`src/rtl/sa_cache_pkg.sv`:
```
package sa_cache_pkg;
  typedef enum logic [0:0] {
    ST_LOOKUP = 1'b0,
    ST_FETCH  = 1'b1
  } ctl_state_e;
endpackage

```
`src/rtl/sa_line_store.sv`:
```
module sa_line_store #(
  parameter int SETS    = 8,
  parameter int WAYS    = 4,
  parameter int TAG_W   = 27,
  parameter int DATA_W  = 32,
  parameter int STAMP_W = 16,
  localparam int IDX_W  = $clog2(SETS),
  localparam int WAY_W  = $clog2(WAYS)
) (
  input  logic                            clk,
  input  logic                            rst_n,
  input  logic [IDX_W-1:0]                rd_set,
  output logic [WAYS-1:0]                 rd_valid,
  output logic [WAYS-1:0][TAG_W-1:0]      rd_tag,
  output logic [WAYS-1:0][STAMP_W-1:0]    rd_stamp,
  output logic [WAYS-1:0][DATA_W-1:0]     rd_data,
  input  logic                            touch_en,
  input  logic [IDX_W-1:0]                touch_set,
  input  logic [WAY_W-1:0]                touch_way,
  input  logic [STAMP_W-1:0]              touch_stamp,
  input  logic                            fill_en,
  input  logic [IDX_W-1:0]                fill_set,
  input  logic [WAY_W-1:0]                fill_way,
  input  logic [TAG_W-1:0]                fill_tag,
  input  logic [DATA_W-1:0]               fill_data,
  input  logic [STAMP_W-1:0]              fill_stamp
);
  logic               valid_arr [SETS][WAYS];
  logic [TAG_W-1:0]   tag_arr   [SETS][WAYS];
  logic [STAMP_W-1:0] stamp_arr [SETS][WAYS];
  logic [DATA_W-1:0]  data_arr  [SETS][WAYS];

  for (genvar s = 0; s < SETS; s++) begin : g_set
    for (genvar w = 0; w < WAYS; w++) begin : g_way
      logic               fill_here, touch_here, stamp_en;
      logic [STAMP_W-1:0] stamp_nx;
      logic               v_q;
      logic [TAG_W-1:0]   t_q;
      logic [STAMP_W-1:0] s_q;
      logic [DATA_W-1:0]  d_q;

      always_comb begin
        fill_here  = fill_en  && (fill_set  == IDX_W'(s)) && (fill_way  == WAY_W'(w));
        touch_here = touch_en && (touch_set == IDX_W'(s)) && (touch_way == WAY_W'(w));
        stamp_en   = fill_here || touch_here;
        stamp_nx   = fill_here ? fill_stamp : touch_stamp;
      end

      always_ff @(posedge clk or negedge rst_n) begin
        if (!rst_n)         v_q <= 1'b0;
        else if (fill_here) v_q <= 1'b1;
      end

      always_ff @(posedge clk) begin
        if (fill_here) begin
          t_q <= fill_tag;
          d_q <= fill_data;
        end
        if (stamp_en) s_q <= stamp_nx;
      end

      assign valid_arr[s][w] = v_q;
      assign tag_arr[s][w]   = t_q;
      assign stamp_arr[s][w] = s_q;
      assign data_arr[s][w]  = d_q;
    end
  end

  always_comb begin
    for (int w = 0; w < WAYS; w++) begin
      rd_valid[w] = valid_arr[rd_set][w];
      rd_tag[w]   = tag_arr[rd_set][w];
      rd_stamp[w] = stamp_arr[rd_set][w];
      rd_data[w]  = data_arr[rd_set][w];
    end
  end

  // a touch and a fill are never issued together (lookup and fetch are exclusive)
  assert_one_write_port_R7: assert property (@(posedge clk) disable iff (!rst_n)
    !(touch_en && fill_en));
endmodule

```
`src/rtl/sa_tag_match.sv`:
```
module sa_tag_match #(
  parameter int WAYS  = 4,
  parameter int TAG_W = 27,
  localparam int WAY_W = $clog2(WAYS)
) (
  input  logic                       clk,
  input  logic                       rst_n,
  input  logic                       lookup_en,
  input  logic [WAYS-1:0]            way_valid,
  input  logic [WAYS-1:0][TAG_W-1:0] way_tag,
  input  logic [TAG_W-1:0]           req_tag,
  output logic                       hit,
  output logic [WAY_W-1:0]           hit_way
);
  logic [WAYS-1:0] hit_vec;

  for (genvar w = 0; w < WAYS; w++) begin : g_cmp
    assign hit_vec[w] = way_valid[w] && (way_tag[w] == req_tag);
  end

  always_comb begin
    hit     = |hit_vec;
    hit_way = '0;
    for (int w = WAYS - 1; w >= 0; w--) begin
      if (hit_vec[w]) hit_way = WAY_W'(w);
    end
  end

  // a tag lives in at most one way of a set
  assert_single_match_R2: assert property (@(posedge clk) disable iff (!rst_n)
    lookup_en |-> $onehot0(hit_vec));
endmodule

```
`src/rtl/sa_victim_pick.sv`:
```
module sa_victim_pick #(
  parameter int WAYS    = 4,
  parameter int STAMP_W = 16,
  localparam int WAY_W  = $clog2(WAYS)
) (
  input  logic                         clk,
  input  logic                         rst_n,
  input  logic                         pick_en,
  input  logic [WAYS-1:0]              way_valid,
  input  logic [WAYS-1:0][STAMP_W-1:0] way_stamp,
  output logic [WAY_W-1:0]             victim
);
  logic               found_empty;
  logic [WAY_W-1:0]   empty_way;
  logic [WAY_W-1:0]   oldest_way;
  logic [STAMP_W-1:0] oldest_stamp;

  always_comb begin
    found_empty = 1'b0;
    empty_way   = '0;
    for (int w = WAYS - 1; w >= 0; w--) begin
      if (!way_valid[w]) begin
        found_empty = 1'b1;
        empty_way   = WAY_W'(w);
      end
    end
  end

  always_comb begin
    oldest_way   = '0;
    oldest_stamp = way_stamp[0];
    for (int w = 1; w < WAYS; w++) begin
      if (way_stamp[w] < oldest_stamp) begin
        oldest_way   = WAY_W'(w);
        oldest_stamp = way_stamp[w];
      end
    end
  end

  assign victim = found_empty ? empty_way : oldest_way;

  // with any empty way present, a valid way is never chosen
  assert_empty_first_R5: assert property (@(posedge clk) disable iff (!rst_n)
    (pick_en && !(&way_valid)) |-> !way_valid[victim]);
endmodule

```
`src/rtl/sa_read_cache.sv`:
```
module sa_read_cache #(
  parameter int ADDR_W  = 32,
  parameter int DATA_W  = 32,
  parameter int SETS    = 8,
  parameter int WAYS    = 4,
  parameter int STAMP_W = 16
) (
  input  logic              clk,
  input  logic              rst_n,
  input  logic              req_valid,
  input  logic [ADDR_W-1:0] req_addr,
  output logic              req_ready,
  output logic              resp_valid,
  output logic [DATA_W-1:0] resp_data,
  output logic              resp_hit,
  output logic              resp_miss,
  output logic              mem_req_valid,
  output logic [ADDR_W-1:0] mem_req_addr,
  input  logic              mem_resp_valid,
  input  logic [DATA_W-1:0] mem_resp_data
);
  import sa_cache_pkg::*;

  localparam int OFF_W = $clog2(DATA_W / 8);
  localparam int IDX_W = $clog2(SETS);
  localparam int WAY_W = $clog2(WAYS);
  localparam int TAG_W = ADDR_W - IDX_W - OFF_W;

  ctl_state_e state_q, state_d;

  logic [IDX_W-1:0]   req_set;
  logic [TAG_W-1:0]   req_tag;
  logic               accept, lookup_hit, fill_now;
  logic [WAY_W-1:0]   hit_way, victim_way;

  logic [WAYS-1:0]              set_valid;
  logic [WAYS-1:0][TAG_W-1:0]   set_tag;
  logic [WAYS-1:0][STAMP_W-1:0] set_stamp;
  logic [WAYS-1:0][DATA_W-1:0]  set_data;

  logic [STAMP_W-1:0] ref_cnt_q, ref_cnt_d;
  logic [IDX_W-1:0]   pend_set_q;
  logic [TAG_W-1:0]   pend_tag_q;
  logic [WAY_W-1:0]   pend_way_q;
  logic [STAMP_W-1:0] pend_stamp_q;
  logic               pend_en;

  logic               resp_valid_d, resp_hit_d, resp_miss_d;
  logic [DATA_W-1:0]  resp_data_d;

  logic unused_byte_bits;
  assign unused_byte_bits = ^req_addr[OFF_W-1:0];

  assign req_set = req_addr[OFF_W +: IDX_W];
  assign req_tag = req_addr[ADDR_W-1 -: TAG_W];

  sa_line_store #(
    .SETS(SETS), .WAYS(WAYS), .TAG_W(TAG_W), .DATA_W(DATA_W), .STAMP_W(STAMP_W)
  ) u_store (
    .clk        (clk),
    .rst_n      (rst_n),
    .rd_set     (req_set),
    .rd_valid   (set_valid),
    .rd_tag     (set_tag),
    .rd_stamp   (set_stamp),
    .rd_data    (set_data),
    .touch_en   (accept && lookup_hit),
    .touch_set  (req_set),
    .touch_way  (hit_way),
    .touch_stamp(ref_cnt_q),
    .fill_en    (fill_now),
    .fill_set   (pend_set_q),
    .fill_way   (pend_way_q),
    .fill_tag   (pend_tag_q),
    .fill_data  (mem_resp_data),
    .fill_stamp (pend_stamp_q)
  );

  sa_tag_match #(.WAYS(WAYS), .TAG_W(TAG_W)) u_match (
    .clk      (clk),
    .rst_n    (rst_n),
    .lookup_en(accept),
    .way_valid(set_valid),
    .way_tag  (set_tag),
    .req_tag  (req_tag),
    .hit      (lookup_hit),
    .hit_way  (hit_way)
  );

  sa_victim_pick #(.WAYS(WAYS), .STAMP_W(STAMP_W)) u_victim (
    .clk      (clk),
    .rst_n    (rst_n),
    .pick_en  (pend_en),
    .way_valid(set_valid),
    .way_stamp(set_stamp),
    .victim   (victim_way)
  );

  // control: next state
  always_comb begin
    accept    = req_valid && (state_q == ST_LOOKUP);
    fill_now  = (state_q == ST_FETCH) && mem_resp_valid;
    pend_en   = accept && !lookup_hit;
    ref_cnt_d = accept ? ref_cnt_q + 1'b1 : ref_cnt_q;
    state_d   = state_q;
    case (state_q)
      ST_LOOKUP: if (pend_en)  state_d = ST_FETCH;
      ST_FETCH:  if (fill_now) state_d = ST_LOOKUP;
      default:                 state_d = ST_LOOKUP;
    endcase
    resp_hit_d   = accept && lookup_hit;
    resp_miss_d  = fill_now;
    resp_valid_d = resp_hit_d || resp_miss_d;
    resp_data_d  = fill_now ? mem_resp_data : set_data[hit_way];
  end

  // control: registers
  always_ff @(posedge clk or negedge rst_n) begin
    if (!rst_n) begin
      state_q    <= ST_LOOKUP;
      ref_cnt_q  <= '0;
      resp_valid <= 1'b0;
      resp_hit   <= 1'b0;
      resp_miss  <= 1'b0;
    end else begin
      state_q    <= state_d;
      ref_cnt_q  <= ref_cnt_d;
      resp_valid <= resp_valid_d;
      resp_hit   <= resp_hit_d;
      resp_miss  <= resp_miss_d;
    end
  end

  always_ff @(posedge clk) begin
    if (pend_en) begin
      pend_set_q   <= req_set;
      pend_tag_q   <= req_tag;
      pend_way_q   <= victim_way;
      pend_stamp_q <= ref_cnt_q;
    end
    if (resp_valid_d) resp_data <= resp_data_d;
  end

  assign req_ready     = (state_q == ST_LOOKUP);
  assign mem_req_valid = (state_q == ST_FETCH);
  assign mem_req_addr  = {pend_tag_q, pend_set_q, {OFF_W{1'b0}}};

  assert_stall_on_fetch_R3: assert property (@(posedge clk) disable iff (!rst_n)
    mem_req_valid |-> (!req_ready && !resp_valid));

  assert_fetch_addr_held_R3: assert property (@(posedge clk) disable iff (!rst_n)
    (mem_req_valid && !mem_resp_valid) |=> (mem_req_valid && $stable(mem_req_addr)));

  assert_fill_returns_word_R4: assert property (@(posedge clk) disable iff (!rst_n)
    (mem_req_valid && mem_resp_valid) |=>
      (resp_valid && resp_miss && req_ready && resp_data == $past(mem_resp_data)));

  assert_count_step_R7: assert property (@(posedge clk) disable iff (!rst_n)
    (req_valid && req_ready) |=> (ref_cnt_q == STAMP_W'($past(ref_cnt_q) + 1'b1)));

  assert_flag_excl_R9: assert property (@(posedge clk) disable iff (!rst_n)
    resp_valid ? (resp_hit ^ resp_miss) : (!resp_hit && !resp_miss));
endmodule

```
`config.mk`:
```
export PLATFORM = sky130hd
export DESIGN_NAME = sa_read_cache
export DESIGN_NICKNAME = d
export VERILOG_FILES = /design/src/rtl/sa_cache_pkg.sv /design/src/rtl/sa_line_store.sv /design/src/rtl/sa_tag_match.sv /design/src/rtl/sa_victim_pick.sv /design/src/rtl/sa_read_cache.sv
export SDC_FILE = /design/constraint.sdc
export NUM_CORES = 2
export LEC_CHECK = 0
export ABC_AREA = 0
export BUFFER_PORTS_ARGS = -buffer_cell sky130_fd_sc_hd__buf_2
export CAP_MARGIN = 0
export CORE_ASPECT_RATIO = 0.75
export CORE_MARGIN = 8
export CORE_UTILIZATION = 47
export DETAILED_ROUTE_END_ITERATION = 12
export PLACE_DENSITY = 0.72
export SETUP_SLACK_MARGIN = 0.2
export SLEW_MARGIN = 20
export SYNTH_ARGS = -nofsm -noshare
export SYNTH_HDL_FRONTEND = slang
export SYNTH_SLANG_ARGS = --single-unit
export TNS_END_PERCENT = 30
```
`constraint.sdc`:
```
create_clock -name clk -period 5.87 [get_ports clk]
set_input_delay 0.2935 -clock clk [delete_from_list [all_inputs] [get_ports clk]]
set_output_delay 0.2935 -clock clk [all_outputs]
set_load 0.05 [all_outputs]
```
==> reports/summary.md <==
- **run status** finished, violations left
- **failing checks** setup timing
- **Final Instance Area** 0.1224 mm²
- **chip height** 428.0 µm
- **count of distinct cell types in the synthesized netlist** 73
- **pins over their slew limit** 0
- **insertion delay to the later sink of the worst-skew pair** 0.89 ns
- **Yosys reg bits** 2532
- **Die W** 565.4 µm
- **f_max** 159.6 MHz
- **Port Buf Inserts** 132
- **critical path endpoint category** register
- **CP Buf/Inv Count** 3
- **crit path launch type** register
- **CP arrival** 6.86 ns
- **dominant register cell in the synthesized netlist** edfxtp_1
- **Core Footprint** 0.2254 mm²
- **I/O pin count** 137
- **number of global-route vias before repair** 57763
- **TritonCTS clock tree** yes
- **worst IR drop on VDD** 342.7 µV
- **total clock sinks** 2532
- **count of flip-flops with a built-in enable after synthesis** 2480
- **area enclosed by the die boundary** 0.2420 mm²
- **post-place instance area** 0.1139 mm²
- **transition time at the pin with the least slew margin** 1.171 ns
- **ys async rst share** 2.054%
- **critical-path maximum fanout** 8
- **post-DR vias/cell** 6.305
- **total detailed-routing wirelength** 291500 µm
- **Max Cap Viol** 0
- **post-synthesis cell area** 0.1064 mm²
- **clock skew** 0.06110 ns
- **Leak Pwr** 40.98 nW
- **wire length of the first global-routing pass** 413200 µm
- **cell type of the slowest stage on the worst timing path** mux4_2
- **pin count of the biggest net entering global routing** 145
- **number of rows created at floorplan** 151
- **number of H-tree branching levels** 4
- **drt initial violations** 8630
- **Tightest Hold Check Type** input port to register
- **number of nets in the finished design** 6201
- **clock-pin transition on the worst setup and hold timing paths** 0.07 ns
- **1st-pass router iterations** 6
- **Setup Total Neg Slack** -0.7352 ns
- **synthesis-to-layout area growth** 15.01%
- **layout cell share with drive strength beyond 1** 36.52%
- **library cell used as clock root buffer** clkbuf_16
- **Pwr Density** 322.2 mW/mm²
- **Synth warnings** 0
- **number of hold-slack violations in the final timing report** 0
- **routability congestion estimate from global placement** 0.9408
- **initial cell density of the core** 47.20%
- **post-route worst hold slack** 0.05816 ns
- **overflow left after global routing** 0
- **post-synthesis cell count** 5612
- **CP Class** register to register
- **min Tclk post-route** 6.265 ns
- **RSZ-0062 raised after global routing** yes
- **post-DP HPWL** 167200 µm
- **power consumption** 39.42 mW
- **number of setup violations in the final report** 2
- **portion of the clock cycle consumed by the worst path in the final layout** 106.7%
- **count of antenna-violating nets left after detailed routing** 0
- **cell type group with the largest total delay on the critical path** compound AO/OA/AOI/OAI gates
- **average cell area after synthesis** 18.96 µm²
- **initial antenna violation count** 9
- **DRC viols** 0
- **worst slew slack as a fraction of its limit** 21.93%
- **mean routed wirelength per cell** 31.48 µm
- **fraction of the yosys area taken by sequential cells** 71.22%
- **data required time of the worst path** 6.46 ns
- **worst setup slack after layout** -0.3952 ns
- **All-Layer GR Usage** 23.33%
- **vias post-DR** 58374
- **clk buf depth** 4
- **cts bufs inserted** 232
- **Slowest Stage Delay on Critical Path** 0.49 ns
==> state kept, by name, summed over array words and instances, names as in the netlist <==
register and flops:
mem_req_valid 1, pend_tag_q 27, ref_cnt_q 16, u_store.g_set.g_way.t_q 864, u_store.g_set.g_way.d_q 1024, u_store.g_set.g_way.v_q 32, resp_valid 1, pend_set_q 3
resp_data 32, resp_miss 1, resp_hit 1, pend_stamp_q 16, pend_way_q 2, u_store.g_set.g_way.s_q 512
==> worst register-to-register path: stages (launching register included) <==
cell	delay (ns)
edfxtp_1	0.37
mux4_2	0.49
mux2_4	0.31
ha_4	0.26
a21o_1	0.16
a21o_1	0.17
a211oi_4	0.27
o221a_4	0.28
buf_4	0.14
nand2_4	0.08
o21ai_0	0.34
ha_1	0.33
buf_4	0.15
a21oi_2	0.14
o21ai_2	0.10
or3_4	0.40
o31a_4	0.34
buf_4	0.15
nand2_1	0.06
o21ai_0	0.09
ha_1	0.28
o21ai_0	0.09
nand2b_1	0.09
a21oi_1	0.08
or3_4	0.40
o31ai_4	0.26
o211ai_1	0.14
==> routing by layer <==
metal  global-route usage (%)  wire [µm]  vias to the layer above
li1                         -          -                    23906
met1                    34.30     119300                    30455
met2                    35.19     131000                     3505
met3                    5.810      33580                      506
met4                    5.668       7518                        2
met5                        0         17                        -
==> cell usage after synthesis (all sizes together) (8+ instances only) <==
| cell type | count | share of area (%) |
|---|---|---|
| mux4 | 434 | 9.2 |
| a21oi | 80 | 0.41 |
| inv | 13 | 0.046 |
| or2 | 39 | 0.23 |
| a31oi | 34 | 0.26 |
| o21a | 25 | 0.18 |
| nand4 | 64 | 0.38 |
| nor2b | 20 | 0.12 |
| or3 | 9 | 0.053 |
| edfxtp | 2480 | 70 |
| and3b | 12 | 0.099 |
| nand2b | 18 | 0.11 |
| o22ai | 83 | 0.50 |
| xnor2 | 17 | 0.14 |
| mux2 | 797 | 8.4 |
| o22a | 11 | 0.091 |
| nor4 | 52 | 0.31 |
| dfrtp | 52 | 1.2 |
| nand3 | 56 | 0.26 |
| and3 | 37 | 0.22 |
| ha | 46 | 0.54 |
| a22oi | 89 | 0.63 |
| a21boi | 12 | 0.085 |
| a21o | 18 | 0.13 |
| xor2 | 19 | 0.16 |
| mux2i | 264 | 2.5 |
| a211oi | 19 | 0.13 |
| nor2 | 107 | 0.38 |
| or4 | 8 | 0.060 |
| o21ai | 79 | 0.37 |
| nand2 | 117 | 0.42 |
| buf | 165 | 0.89 |
| clkbuf | 240 | 0.85 |
| nor3 | 40 | 0.19 |
| o21bai | 12 | 0.085 |
==> report_power, final <==
part | internal (mW) | switching [mW] | leakage (nW) | total (mW)
Sequential | 20.3 | 0.271 | 23.1 | 20.6
Combinational | 1.61 | 2.12 | 14.3 | 3.74
Clock | 8.49 | 6.62 | 3.61 | 15.1
==> what timing repair did <==
item                                    4_1_cts  5_1_grt
pin swaps                                     1        1
endpoints found under the setup margin        4       49
cloned                                        0        2
hold buffers                                 63        0
setup buffers                                 0        5
gates resized for setup                      19       26
hold endpoints to repair                   1107        0
==> final timing paths <==
| check | startpoint | to | slack [ns] | depth (start not counted) |
|---|---|---|---|---|
| worst max-delay path | u_store.g_set[7].g_way[1].s_q[5] | pend_way_q[0] | -0.40 | 26 |
| worst min-delay path | req_addr[3] | u_store.g_set[0].g_way[1].s_q[13] | 0.06 | 3 |
| worst max register to register | u_store.g_set[7].g_way[1].s_q[5] | pend_way_q[0] | -0.40 | 26 |
| worst min register to register | u_store.g_set[3].g_way[1].v_q | u_store.g_set[3].g_way[1].v_q | 0.46 | 1 |
| max in group asynchronous | rst_n | ref_cnt_q[0] | 5.04 | 3 |
| min in group asynchronous | rst_n | resp_miss | 0.16 | 3 |
==> area by class of cell <==
| class | instances | area (µm²) |
|---|---|---|
| Fill cell | 17000 | 103000 |
| Sequential cell | 2532 | 75770 |
| Multi-Input combinational cell | 2663 | 29340 |
| Clock buffer | 277 | 6026 |
| Timing Repair Buffer | 643 | 5981 |
| Tap cell | 2983 | 3732 |
| Clock inverter | 143 | 1416 |
| Inverter | 15 | 71.32 |
| Antenna cell | 3 | 7.507 |
==> cell usage in the layout (no fill, tap or decap), drive strengths merged, types with 17 or more instances in the layout <==
| cell | instances |
|---|---|
| bufinv | 27 |
| edfxtp | 2480 |
| dlygate4sd3 | 63 |
| ha | 46 |
| nand4 | 64 |
| a21oi | 80 |
| xnor2 | 17 |
| a21o | 18 |
| nor2b | 20 |
| a211oi | 19 |
| nand2b | 18 |
| xor2 | 19 |
| clkbuf | 277 |
| buf | 580 |
| nand2 | 118 |
| a31oi | 34 |
| inv | 18 |
| o21ai | 79 |
| nor2 | 107 |
| a22oi | 89 |
| and3 | 37 |
| o21a | 25 |
| nor3 | 40 |
| nor4 | 52 |
| mux2 | 797 |
| mux4 | 434 |
| nand3 | 56 |
| clkinv | 102 |
| mux2i | 264 |
| or2 | 39 |
| dfrtp | 52 |
| o22ai | 83 |
==> metrics by stage <==
stage / utilization, % / instances / setup WS [ns]
detailed placement: 50.52 / 8756 / -0.9652
global route: 54.28 / 9257 / -0.6103
floorplan: - / 5613 / -0.7893
global placement: 50.48 / 8752 / -0.9274
CTS: 54.14 / 9239 / -0.3726
finish: 54.28 / 9259 / -0.3952
==> kinds of logic after synthesis <==
family                   synth area share, %
flip-flops                             71.22
multiplexers                           20.12
AND/OR/NAND/NOR                        2.975
AO/OA/AOI/OAI                          3.054
buffers and inverters                  1.788
adder cells (fa/ha/maj)               0.5410
XOR/XNOR                              0.2964
other                               0.003525
Power figures use the tool's default switching activity.
